==> src/rtl/mp_uart_pkg.sv <==
package mp_uart_pkg;
  typedef enum logic {SH_IDLE, SH_BUSY} sh_state_e;
  localparam int unsigned FRAME_EXTRA = 3; // start, mp bit, stop
endpackage

==> src/rtl/mp_uart_hold.sv <==
module mp_uart_hold #(
  parameter int unsigned DATA_W = 8
) (
  input  logic              clk,
  input  logic              rst_n,
  input  logic              host_wr,
  input  logic              host_clr,
  input  logic              dma_wr,
  input  logic [DATA_W-1:0] tx_byte,
  input  logic              tx_mpb,
  input  logic              load,
  input  logic              frame_done,
  output logic [DATA_W-1:0] hold_byte,
  output logic              hold_mpb,
  output logic              empty_q,
  output logic              done_q
);
  logic [DATA_W-1:0] byte_n;
  logic              mpb_n, empty_n, done_n;

  always_comb begin
    byte_n  = hold_byte;
    mpb_n   = hold_mpb;
    empty_n = empty_q;
    done_n  = done_q;
    if (frame_done && empty_q) done_n = 1'b1;
    if (empty_q && (host_wr || dma_wr)) begin
      byte_n = tx_byte;
      mpb_n  = tx_mpb;
    end
    if (empty_q && (host_clr || dma_wr)) begin
      empty_n = 1'b0;
      done_n  = 1'b0;
    end
    if (load) empty_n = 1'b1;
  end

  always_ff @(posedge clk or negedge rst_n) begin
    if (!rst_n) begin
      hold_byte <= '0;
      hold_mpb  <= 1'b0;
      empty_q   <= 1'b1;
      done_q    <= 1'b1;
    end else begin
      hold_byte <= byte_n;
      hold_mpb  <= mpb_n;
      empty_q   <= empty_n;
      done_q    <= done_n;
    end
  end
endmodule

==> src/rtl/mp_uart_shift.sv <==
module mp_uart_shift
  import mp_uart_pkg::*;
#(
  parameter int unsigned DATA_W = 8
) (
  input  logic              clk,
  input  logic              rst_n,
  input  logic              tx_en,
  input  logic              bit_tick,
  input  logic              pending,
  input  logic [DATA_W-1:0] hold_byte,
  input  logic              hold_mpb,
  output logic              load,
  output logic              frame_done,
  output logic              busy,
  output logic              line
);
  localparam int unsigned FRAME_BITS = DATA_W + FRAME_EXTRA;
  localparam int unsigned IDX_W      = $clog2(FRAME_BITS);
  localparam logic [IDX_W-1:0] LAST  = IDX_W'(FRAME_BITS - 1);

  sh_state_e             state_q, state_n;
  logic [IDX_W-1:0]      idx_q, idx_n;
  logic [FRAME_BITS-1:0] frame_q, frame_n;
  logic                  is_data_q, is_data_n;
  logic                  en_q;
  logic                  en_rise;

  assign en_rise = tx_en && !en_q;

  always_comb begin
    state_n    = state_q;
    idx_n      = idx_q;
    frame_n    = frame_q;
    is_data_n  = is_data_q;
    load       = 1'b0;
    frame_done = 1'b0;
    if (!tx_en) begin
      state_n = SH_IDLE;
    end else if (en_rise) begin
      state_n   = SH_BUSY;
      idx_n     = '0;
      frame_n   = '1;
      is_data_n = 1'b0;
    end else if (bit_tick) begin
      if (state_q == SH_BUSY && idx_q != LAST) begin
        idx_n = idx_q + 1'b1;
      end else begin
        frame_done = (state_q == SH_BUSY) && is_data_q;
        if (pending) begin
          load      = 1'b1;
          state_n   = SH_BUSY;
          idx_n     = '0;
          frame_n   = {1'b1, hold_mpb, hold_byte, 1'b0};
          is_data_n = 1'b1;
        end else begin
          state_n = SH_IDLE;
        end
      end
    end
  end

  always_ff @(posedge clk or negedge rst_n) begin
    if (!rst_n) begin
      state_q   <= SH_IDLE;
      idx_q     <= '0;
      frame_q   <= '1;
      is_data_q <= 1'b0;
      en_q      <= 1'b0;
    end else begin
      state_q   <= state_n;
      idx_q     <= idx_n;
      frame_q   <= frame_n;
      is_data_q <= is_data_n;
      en_q      <= tx_en;
    end
  end

  assign busy = (state_q == SH_BUSY);
  assign line = busy ? frame_q[idx_q] : 1'b1;
endmodule

==> src/rtl/mp_uart_pinmux.sv <==
module mp_uart_pinmux (
  input  logic tx_en,
  input  logic line,
  input  logic port_dir,
  input  logic port_dat,
  output logic pin
);
  always_comb begin
    if (tx_en)         pin = line;
    else if (port_dir) pin = port_dat;
    else               pin = 1'b1;
  end
endmodule

==> src/rtl/mp_uart_tx.sv <==
module mp_uart_tx #(
  parameter int unsigned DATA_W = 8
) (
  input  logic              clk,
  input  logic              rst_n,
  input  logic              bit_tick,
  input  logic              tx_en,
  input  logic              host_wr,
  input  logic              host_clr,
  input  logic              dma_wr,
  input  logic [DATA_W-1:0] tx_byte,
  input  logic              tx_mpb,
  input  logic              port_dir,
  input  logic              port_dat,
  output logic              txd,
  output logic              empty_flag,
  output logic              done_flag,
  output logic              txi_req
);
  logic [1:0]        rst_sync;
  logic              rst_int_n;
  logic [DATA_W-1:0] hold_byte;
  logic              hold_mpb, load, frame_done, busy, line;

  always_ff @(posedge clk or negedge rst_n) begin
    if (!rst_n) rst_sync <= 2'b00;
    else        rst_sync <= {rst_sync[0], 1'b1};
  end
  assign rst_int_n = rst_sync[1];

  mp_uart_hold #(.DATA_W(DATA_W)) u_hold (
    .clk(clk), .rst_n(rst_int_n), .host_wr(host_wr), .host_clr(host_clr),
    .dma_wr(dma_wr), .tx_byte(tx_byte), .tx_mpb(tx_mpb), .load(load),
    .frame_done(frame_done), .hold_byte(hold_byte), .hold_mpb(hold_mpb),
    .empty_q(empty_flag), .done_q(done_flag)
  );

  mp_uart_shift #(.DATA_W(DATA_W)) u_shift (
    .clk(clk), .rst_n(rst_int_n), .tx_en(tx_en), .bit_tick(bit_tick),
    .pending(!empty_flag), .hold_byte(hold_byte), .hold_mpb(hold_mpb),
    .load(load), .frame_done(frame_done), .busy(busy), .line(line)
  );

  mp_uart_pinmux u_pin (
    .tx_en(tx_en), .line(line), .port_dir(port_dir), .port_dat(port_dat),
    .pin(txd)
  );

  assign txi_req = empty_flag;
endmodule

==> config.mk <==
export PLATFORM = sky130hd
export DESIGN_NAME = mp_uart_tx
export DESIGN_NICKNAME = d
export VERILOG_FILES = /design/src/rtl/mp_uart_pkg.sv /design/src/rtl/mp_uart_hold.sv /design/src/rtl/mp_uart_shift.sv /design/src/rtl/mp_uart_pinmux.sv /design/src/rtl/mp_uart_tx.sv
export SDC_FILE = /design/constraint.sdc
export NUM_CORES = 1
export LEC_CHECK = 0
export ABC_AREA = 1
export BUFFER_PORTS_ARGS = -buffer_cell sky130_fd_sc_hd__buf_2
export CAP_MARGIN = 15
export CORE_ASPECT_RATIO = 0.9
export CORE_MARGIN = 2
export CORE_UTILIZATION = 45
export DETAILED_ROUTE_END_ITERATION = 8
export GPL_TIMING_DRIVEN = 0
export PLACE_DENSITY = 0.66
export SYNTH_ARGS = -nofsm -noshare
export SYNTH_HDL_FRONTEND = slang
export SYNTH_SLANG_ARGS = --single-unit
export TNS_END_PERCENT = 30
==> constraint.sdc <==
create_clock -name clk -period 3.3 [get_ports clk]
set_clock_uncertainty 0.15 [all_clocks]
set_input_delay 0.165 -clock clk [delete_from_list [all_inputs] [get_ports clk]]
set_output_delay 0.165 -clock clk [all_outputs]
set_load 0.01 [all_outputs]
==> impl_metrics.toml, run 1 <==
[yosys]
synth_edf_count = 0
yosysSeqAreaShare_pct = 51.52
ys_types = 26
syn_avg_cell_area_um2 = 9.408
synthArstFlopShare_pct = 100.0
ys.flop_type = "dfrtp_1"
postSynthCellCount = 158
syn_area_um2 = 1486
synth-warning-count = 0
ys_seq_elements = 30
synthesis.nets = 178

[timing]
period_share_pct = 60.69
rsz0062_at_grt = "no"
setup_violations = 0
tightest_slew_ns = 0.5190
slew_viol_final = 0
slew_headroom_pct = 65.40
min_period_ns = 2.003
fmax_mhz = 499.3
totalNegativeSetupSlack_ns = 0
finalHoldViolations = 0

[cells_and_area]
multi_input_area_um2 = 614.3
regArea_um2 = 765.7
drive_gt1_share_pct = 37.88
diodes = 0
nets = 218
final_cell_mix = "29 x nand2_1, 22 x buf_2, 18 x dfrtp_1, 17 x nor2_1, 16 x inv_1"
fillers = 279
synthToLayoutAreaGrowth_pct = 25.67
fin_cells = 240
layout_commonest_cell = "nand2_1"
final_util_pct = 59.98

[route]
vias_per_cell = 4.850
vias = 1164
wl_per_cell_um = 11.68
dr.pass1.iters = 4
ant_nets = 0
drt-total-wl_um = 2802
drtIter0Drc = 51
drc = 0

[floorplan]
die_w_um = 64.58
fp-row-count = 19
die_y_um = 58.53
start_util_pct = 47.73
dieArea_um2 = 3780
num_io_pins = 22
core_um2 = 3114

[power_and_ir_drop]
total_leakage_power_nw = 0.8969
ir_worst_vdd_mv = 0.4640
power_density_nw_per_um2 = 768.5

[cts]
cts.sinks = 30
cts_root_buf = "clkbuf_8"
cts.clk_slew.worst_paths_ns = 0.06
numCtsBuffers = 5
max-clock-path-buffers = 2
cts_resized = 0
clkLatencyLatePin_ns = 0.28
htree_num_levels = 2
cts_tree = "built"

[worst_setup_path]
arrival_ns = 2.02
r2r-start = "u_shift.idx_q[0]"
critPathLaunchType = "flop"
ff2ff_setup_slack_ns = 1.30
cp_data_required_time_ns = 3.32
cp_num_buf_inv = 3
cp_common_cell = "nand2_1"
cp_slowest_cell = "dfrtp_1"
max_stage_delay_ns = 0.47
cp_cell_sequence = "clkinv_1, ha_1, nand3_2, nand2_1, nor2_2, inv_1, nand2_2, buf_6, nand2_1"
r2r_cells = 9
crit_family = "simple AND/OR/NAND/NOR gates"
crit_path_max_fanout = 10
setup.worst_path.end_class = "flop"
path_class = "flop to flop"
r2r_end = "u_shift.busy"

[global_routing]
grt_pass1_vias = 1093
grt_overflow = 0
grt_pass1_wl_um = 4781
antenna_found_initial = 0
grt_max_degree = 29
grt_use_total_pct = 16.92

[place]
dp_hpwl_um = 1998
dp.cells = 221
port_buffers = 21
gp_congestion = 0.8823

[min_path]
hold_start = "host_clr"
whs_path_depth = 4
min_path_type = "input pin to flop"
hold_path_end = "u_hold.done_q"

[run]
maxCapViolCount = 0

[run_status]
status = "finished, final reports clean"
Yosys cell counts (2+ instances only):
library cell / instances / area (um^2)
xor2_1: 2 / 17.52
dfstp_2: 12 / 315.3
inv_1: 16 / 60.06
dfrtp_1: 18 / 450.4
mux2_2: 9 / 101.4
inv_2: 2 / 7.510
o21ai_0: 7 / 35.03
nand2_1: 29 / 108.9
a21oi_1: 4 / 20.02
buf_6: 2 / 22.52
nor2_1: 17 / 63.81
nor3_1: 2 / 10.01
nand2_2: 7 / 43.79
nand3_1: 9 / 45.04
o21ai_2: 10 / 87.58
ha_1: 2 / 25.02
worst register-to-register path, stage by stage (launching register included):
cell and delay, ns:
dfrtp_1 0.47, clkinv_1 0.26, ha_1 0.28, nand3_2 0.09, nand2_1 0.13, nor2_2 0.13
inv_1 0.06, nand2_2 0.08, buf_6 0.17, nand2_1 0.08
where the power goes:
group	internal, mW	switching, mW	leakage (nW)
Sequential	0.558	0.101	0.346
Clock	0.165	0.130	0.0443
Combinational	0.231	0.252	0.506
Total	0.953	0.482	0.897
final cells by class:
class	instances	share of cell area, %
Clock buffer	7	4.622
Inverter	19	3.818
Multi-Input combinational cell	105	32.89
Timing Repair Buffer	33	12.99
Tap cell	42	2.813
Sequential cell	30	40.99
Buffer	4	1.875
registers in the layout, summed over array words and instances (netlist names):
name,cells
u_shift.frame_q,10
u_hold.hold_byte,8
u_shift.idx_q,4
rst_sync,2
u_hold.done_q,1
u_hold.empty_q,1
u_hold.hold_mpb,1
u_shift.busy,1
u_shift.en_q,1
u_shift.is_data_q,1
timing repair:
action | CTS | global route
buffers inserted | 0 | 0
endpoints found under the hold margin | 12 | 0
endpoints found under the setup margin | 0 | 0
hold buffers | 11 | 0
worst max-delay path by stage:
stage | from | to | slack [ns] | depth (start not counted)
2_1_floorplan | u_shift.idx_q[0] | u_shift.is_data_q | 1.55 | 9
3_3_place_gp | u_shift.idx_q[0] | u_shift.busy | 1.33 | 9
3_5_place_dp | u_shift.idx_q[0] | u_shift.busy | 1.31 | 9
4_1_cts | u_shift.idx_q[0] | u_shift.is_data_q | 1.29 | 10
5_1_grt | u_shift.idx_q[0] | u_shift.is_data_q | 1.10 | 10
6_report | u_shift.idx_q[0] | u_shift.busy | 1.30 | 9
layer usage:
| layer | routed length [um] | vias to the layer above | track usage [%] |
|---|---|---|---|
| met1 | 1235 | 550 | 20.70 |
| met3 | 141 | 5 | 6.692 |
| met2 | 1381 | 27 | 27.53 |
| met5 | 0 | - | 0 |
| met4 | 44 | 0 | 6.079 |
| li1 | - | 582 | - |
stage by stage:
stage                     worst slack [ns]  hold WS (ns)  area [um^2]  power [mW]
after CTS                            1.286     0.0007821         1841       1.447
final                                1.297       0.01122         1868       1.436
after floorplan                      1.547       -0.2806         1486       1.019
after global placement               1.334       -0.2002         1644       1.116
after global routing                 1.096       0.02750         1868       1.548
after detailed placement             1.309       -0.1973         1644       1.137
cells by family (layout without fill, tap and decap cells):
group / after synthesis / after routing / synth area share (%)
flops: 30 / 30 / 51.51
compound gates: 24 / 24 / 11.53
fa+ha+maj: 2 / 2 / 1.683
mux: 9 / 9 / 6.818
simple gates: 67 / 67 / 19.87
buf+inv: 23 / 63 / 7.155
other cells: 1 / 1 / 0.2523
xor+xnor: 2 / 2 / 1.179
Power figures use the tool's default switching activity.
==> run 2, diff against run 1 <==
Settings changed: PLACE_DENSITY 0.66 to 0.69.
Clock period 3.3 ns to 1.8 ns, I/O delays scaled along.
==> run 2 against run 1 <==
Against the previous run: non-clock buffer count is 4 higher; sequential power rose by 84%; core utilization up 1.6 points; setup slack worse by 1.2 ns; clock power increased by 86%; sequential share of layout area decreased by 1.0 points.
==> impl_metrics.toml, run 2 (synthesis results as in run 1) <==
[power_and_ir_drop]
ir_worst_vdd_mv = 0.8444
seqPwrFrac_pct = 45.2
power_density_nw_per_um2 = 1401
netSwitchingFraction_pct = 33.96
p_comb_share_pct = 34.5
power.clock.fraction_pct = 20.4
total_leakage_power_nw = 0.9216
switchingPower_mw = 0.9133
total_power_mw = 2.689
p_int_mw = 1.776

[timing]
min_period_ns = 1.724
fmax_mhz = 579.9
totalNegativeSetupSlack_ns = 0
finalHoldViolations = 0
worst_hold_slack_ns = 0.05023
setup_violations = 0
slew_viol_final = 0
fin_ws_ns = 0.07571
period_share_pct = 95.79
slew_headroom_pct = 61.22
tightest_slew_ns = 0.5816

[floorplan]
start_util_pct = 47.73
die_w_um = 64.58
fp-row-count = 19
die_y_um = 58.53
core_um2 = 3114
dieArea_um2 = 3780
num_io_pins = 22

[route]
met3_length_um = 101
drtIter0Drc = 70
drc = 0
ant_nets = 0
drt-total-wl_um = 3009
drt-met1-wl_um = 1343
dr.pass1.iters = 4
wl_per_cell_um = 12.28
dr.max_layer_used = "met4"
vias_per_cell = 4.808
vias = 1178
route.met2.wl_um = 1493

[global_routing]
grt_pass1_wl_um = 5306
grt_max_degree = 29
grt_pass1_vias = 1208
grt_overflow = 0
grt_use_total_pct = 19.16
antenna_found_initial = 0

[place]
dp_hpwl_um = 2164
dpl_worst_slack_ns = -0.1770
gp_congestion = 0.8779
port_buffers = 21

[worst_setup_path]
r2r-start = "u_shift.idx_q[0]"
setup.worst_path.end_class = "primary output"
endpoint = "txd"
r2r_end = "u_shift.is_data_q"
path_class = "flop to primary output"
arrival_ns = 1.48
ff2ff_setup_slack_ns = 0.12
cp_data_required_time_ns = 1.56
critPathLaunchType = "flop"
crit_path_max_fanout = 6
worstSetupStartpoint = "u_shift.idx_q[0]"
r2r_cells = 10

[cells_and_area]
synthToLayoutAreaGrowth_pct = 29.12
fillers = 275
layout_commonest_cell = "nand2_1"
final_util_pct = 61.63
drive_gt1_share_pct = 39.41
diodes = 0
nets = 222
final_cell_mix = "29 x nand2_1, 22 x buf_2, 17 x nor2_1, 17 x dfrtp_1, 16 x inv_1"
largest_register_ffs = 10
regMostFlops = "u_shift.frame_q"
top_regs = "u_shift.frame_q (10), u_hold.hold_byte (8), u_shift.idx_q (4)"

[cts]
cts.sinks = 30
clkLatencyLatePin_ns = 0.28
max-clock-path-buffers = 2
cts_tree = "built"
numCtsBuffers = 5
htree_num_levels = 2
cts.clk_slew.worst_paths_ns = 0.06
cts_root_buf = "clkbuf_8"

[run]
maxCapViolCount = 0

[min_path]
min_path_type = "input pin to flop"

[run_status]
status = "finished, final reports clean"
run 2: cell types whose count changed in the layout (fill, tap and decap cells not counted):
cell,delta
dfrtp_2,+1
inv_4,+1
clkinv_2,+1
nor3_2,+1
buf_4,+1
clkinv_1,-1
dfrtp_1,-1
nor3_1,-1
dlygate4sd3_1,+3
run 2: critical path, cell delays in order, from the launching register on:
cell,delay (ns)
dfrtp_2,0.46
buf_4,0.16
nand2_1,0.06
nand3_1,0.09
nand3_1,0.09
nand3_1,0.08
a21oi_1,0.12
buf_2,0.14
run 2: worst min path at each step:
stage | to | cells after the start | slack (ns) | startpoint
CTS | u_shift.busy | 4 | 0.02 | bit_tick
global placement | rst_sync[0] | 1 | -0.27 | rst_n
detailed placement | rst_sync[1] | 1 | -0.27 | rst_n
global route | u_hold.done_q | 5 | 0.07 | bit_tick
floorplan | rst_sync[0] | 0 | -0.36 | rst_n
finish | u_shift.busy | 4 | 0.05 | bit_tick
run 2: area by class of cell:
| class | count | area, um^2 | share of cell area (%) |
|---|---|---|---|
| buffer | 4 | 35.03 | 1.825 |
| clock buffer | 7 | 86.33 | 4.498 |
| multi-input combinational | 105 | 619.3 | 32.27 |
| clock inverter | 1 | 5.005 | 0.2608 |
| tap | 42 | 52.55 | 2.738 |
| inverter | 19 | 73.82 | 3.846 |
| sequential | 30 | 767.0 | 39.96 |
| timing repair buffer | 37 | 280.3 | 14.60 |
run 2: metal layers:
layer	vias up	track usage [%]
li1	587	-
met2	20	30.51
met3	9	5.163
met5	-	0
met4	0	11.25
met1	562	23.75
run 2: repair_timing:
action                                  CTS  global route
buffers inserted                          0             1
endpoints found under the setup margin   17            15
hold buffers                             14             0
endpoints found under the hold margin    14             0
gates resized for setup                   2             2
pin swaps                                 0             1
run 2: power groups by stage:
stage	sequential, mW	clock [mW]	combinational (mW)
finish	1.21	0.548	0.926
floorplan	1.18	0	0.691
detailed placement	1.23	0	0.869
global placement	1.21	0	0.830
CTS	1.22	0.561	0.896
global route	1.25	0.597	1.05
run 2: per-stage QoR:
stage | cells | area, um^2
2_1_floorplan | 158 | 1486
3_3_place_gp | 221 | 1644
3_5_place_dp | 221 | 1644
4_1_cts | 243 | 1878
5_1_grt | 245 | 1919
6_report | 245 | 1919
==> run 3, diff against run 2 <==
Settings changed: CORE_UTILIZATION 45 to 42, PLACE_DENSITY 0.69 to 0.65.
==> run 3 against run 2 <==
Against the previous run: the run now ends with hold timing left; combinational power grew 6.3%; non-clock buffer count grew 1; count of clock-buffer cells in the layout is the same; worst hold slack lost 0.069 ns; design area grew 2.2%; routed wire length grew 0.20%; global-route usage shrank 2.6 points; core utilization shrank 3.6 points; register-to-register slack lost 0.02 ns; power grew 6.5%; critical path type unchanged.
==> impl_metrics.toml, run 3 (synthesis results as in run 1) <==
[min_path]
min_path_type = "flop to asynchronous set/reset pin"

[global_routing]
grt_max_degree = 29
grt_overflow = 0
grt_pass1_vias = 1132
antenna_found_initial = 0
grt_use_total_pct = 16.58
grt_pass1_wl_um = 4774

[route]
drt-total-wl_um = 3015
vias = 1179
ant_nets = 0
wl_per_cell_um = 12.16
dr.pass1.iters = 4
drtIter0Drc = 25
drc = 0
vias_per_cell = 4.754

[worst_setup_path]
path_class = "flop to primary output"
critPathLaunchType = "flop"
cp_cell_sequence = "buf_12, o21ai_2, nand2_1, nand3_1, nand3_1, a21oi_1, buf_2"
max_stage_delay_ns = 0.46
setup.worst_path.end_class = "primary output"
r2r_cells = 9
cp_data_required_time_ns = 1.56
cp_common_cell = "nand3_1"
cp_slowest_cell = "dfrtp_2"
crit_path_max_fanout = 5
arrival_ns = 1.52

[place]
port_buffers = 21
dpl_cell_area_um2 = 1647
dpl_worst_slack_ns = -0.2075
dp_hpwl_um = 2053
dp.cells = 223
gp_congestion = 0.8362

[timing]
tightest_slew_ns = 0.5042
worst_hold_slack_ns = -0.01852
setup_violations = 0
min_period_ns = 1.760
slew_headroom_pct = 66.38
fin_ws_ns = 0.04020
fmax_mhz = 568.2
period_share_pct = 97.77
rsz0062_at_grt = "yes"
slew_viol_final = 0
finalHoldViolations = 4

[floorplan]
start_util_pct = 44.00
die_y_um = 60.44
die_w_um = 66.71
num_io_pins = 22
dieArea_um2 = 4032
fp-row-count = 20
core_um2 = 3378

[power_and_ir_drop]
netSwitchingFraction_pct = 32.59
switchingPower_mw = 0.9331
ir_worst_vdd_mv = 0.8055
p_comb_share_pct = 34.4
total_power_mw = 2.863
total_leakage_power_nw = 0.9345
p_int_mw = 1.930
seqPwrFrac_pct = 42.5
power.clock.fraction_pct = 23.2
power_density_nw_per_um2 = 1459

[cts]
cts.sinks = 30
cts.clk_slew.worst_paths_ns = 0.06
cts_root_buf = "clkbuf_8"
max-clock-path-buffers = 2
numCtsBuffers = 5
htree_num_levels = 2
clkLatencyLatePin_ns = 0.29
cts_tree = "built"

[cells_and_area]
largest_register_ffs = 10
final_util_pct = 58.07
regMostFlops = "u_shift.frame_q"
final_cell_mix = "27 x nand2_1, 22 x buf_2, 17 x nor2_1, 16 x inv_1, 16 x dfrtp_1"
synthToLayoutAreaGrowth_pct = 31.99
fin_cells = 248
drive_gt1_share_pct = 40.69
top_regs = "u_shift.frame_q (10), u_hold.hold_byte (8), u_shift.idx_q (4)"
fin_area_um2 = 1962
nets = 223
layout_commonest_cell = "nand2_1"
diodes = 0

[run]
maxCapViolCount = 0

[run_status]
violations = "hold timing"
status = "complete, but fails checks"
[run 3: through the flow]
| stage | setup TNS (ns) | hold slack, ns |
|---|---|---|
| detailed placement | -2.155 | -0.2728 |
| CTS | 0 | 0.02201 |
| global route | -0.03912 | 0.009293 |
| finish | 0 | -0.01852 |
| global placement | -1.800 | -0.2758 |
| floorplan | 0 | -0.3556 |
[run 3: critical path: cells and delay by family, from the launching register on]
family          cells  cell delay (ns)
simple gates        3             0.22
compound gates      2             0.25
buf+inv             2             0.29
flops               1             0.46
[run 3: final timing paths]
check | end | from | slack [ns]
worst max-delay path | txd | u_shift.idx_q[0] | 0.04
worst min-delay path | u_shift.idx_q[2] | rst_sync[1] | -0.02
worst max register to register | u_shift.is_data_q | u_shift.idx_q[0] | 0.10
worst min register to register | u_shift.idx_q[2] | rst_sync[1] | -0.02
max in group asynchronous | rst_sync[1] | rst_n | 0.89
min in group clk | u_shift.busy | bit_tick | 0.03
[run 3: power groups by stage]
| stage | Combinational [mW] | Clock (mW) | Sequential (mW) |
|---|---|---|---|
| 2_1_floorplan | 0.691 | 0 | 1.18 |
| 6_report | 0.984 | 0.664 | 1.22 |
| 3_5_place_dp | 0.866 | 0 | 1.23 |
| 3_3_place_gp | 0.830 | 0 | 1.21 |
| 4_1_cts | 0.960 | 0.673 | 1.22 |
| 5_1_grt | 1.10 | 0.709 | 1.25 |
[run 3: metal layers]
layer	part of all wire, %	global-route usage (%)	vias to the layer above
li1	-	-	591
met1	44	18.68	557
met2	49	28.00	24
met3	5.3	6.679	7
met4	1.7	7.580	0
met5	0	0	-
[run 3: cell type report]
type,count,area [um^2]
fillers,296,1416
repair buffers,38,300.3
multi-input cells,105,623.1
plain buffers,4,35.03
clock buffers,7,76.32
flip-flops and latches,30,768.2
inverters,19,73.82
well taps,44,55.05
clock inverters,1,30.03
[run 3: timing repair]
| action | in CTS | in global routing |
|---|---|---|
| gates cloned | 0 | 0 |
| endpoints found under the hold margin | 13 | 0 |
| pin swaps | 0 | 5 |
| resized for setup | 2 | 6 |
| hold buffers | 14 | 0 |
| setup buffers | 2 | 0 |
| setup endpoints to repair | 18 | 13 |
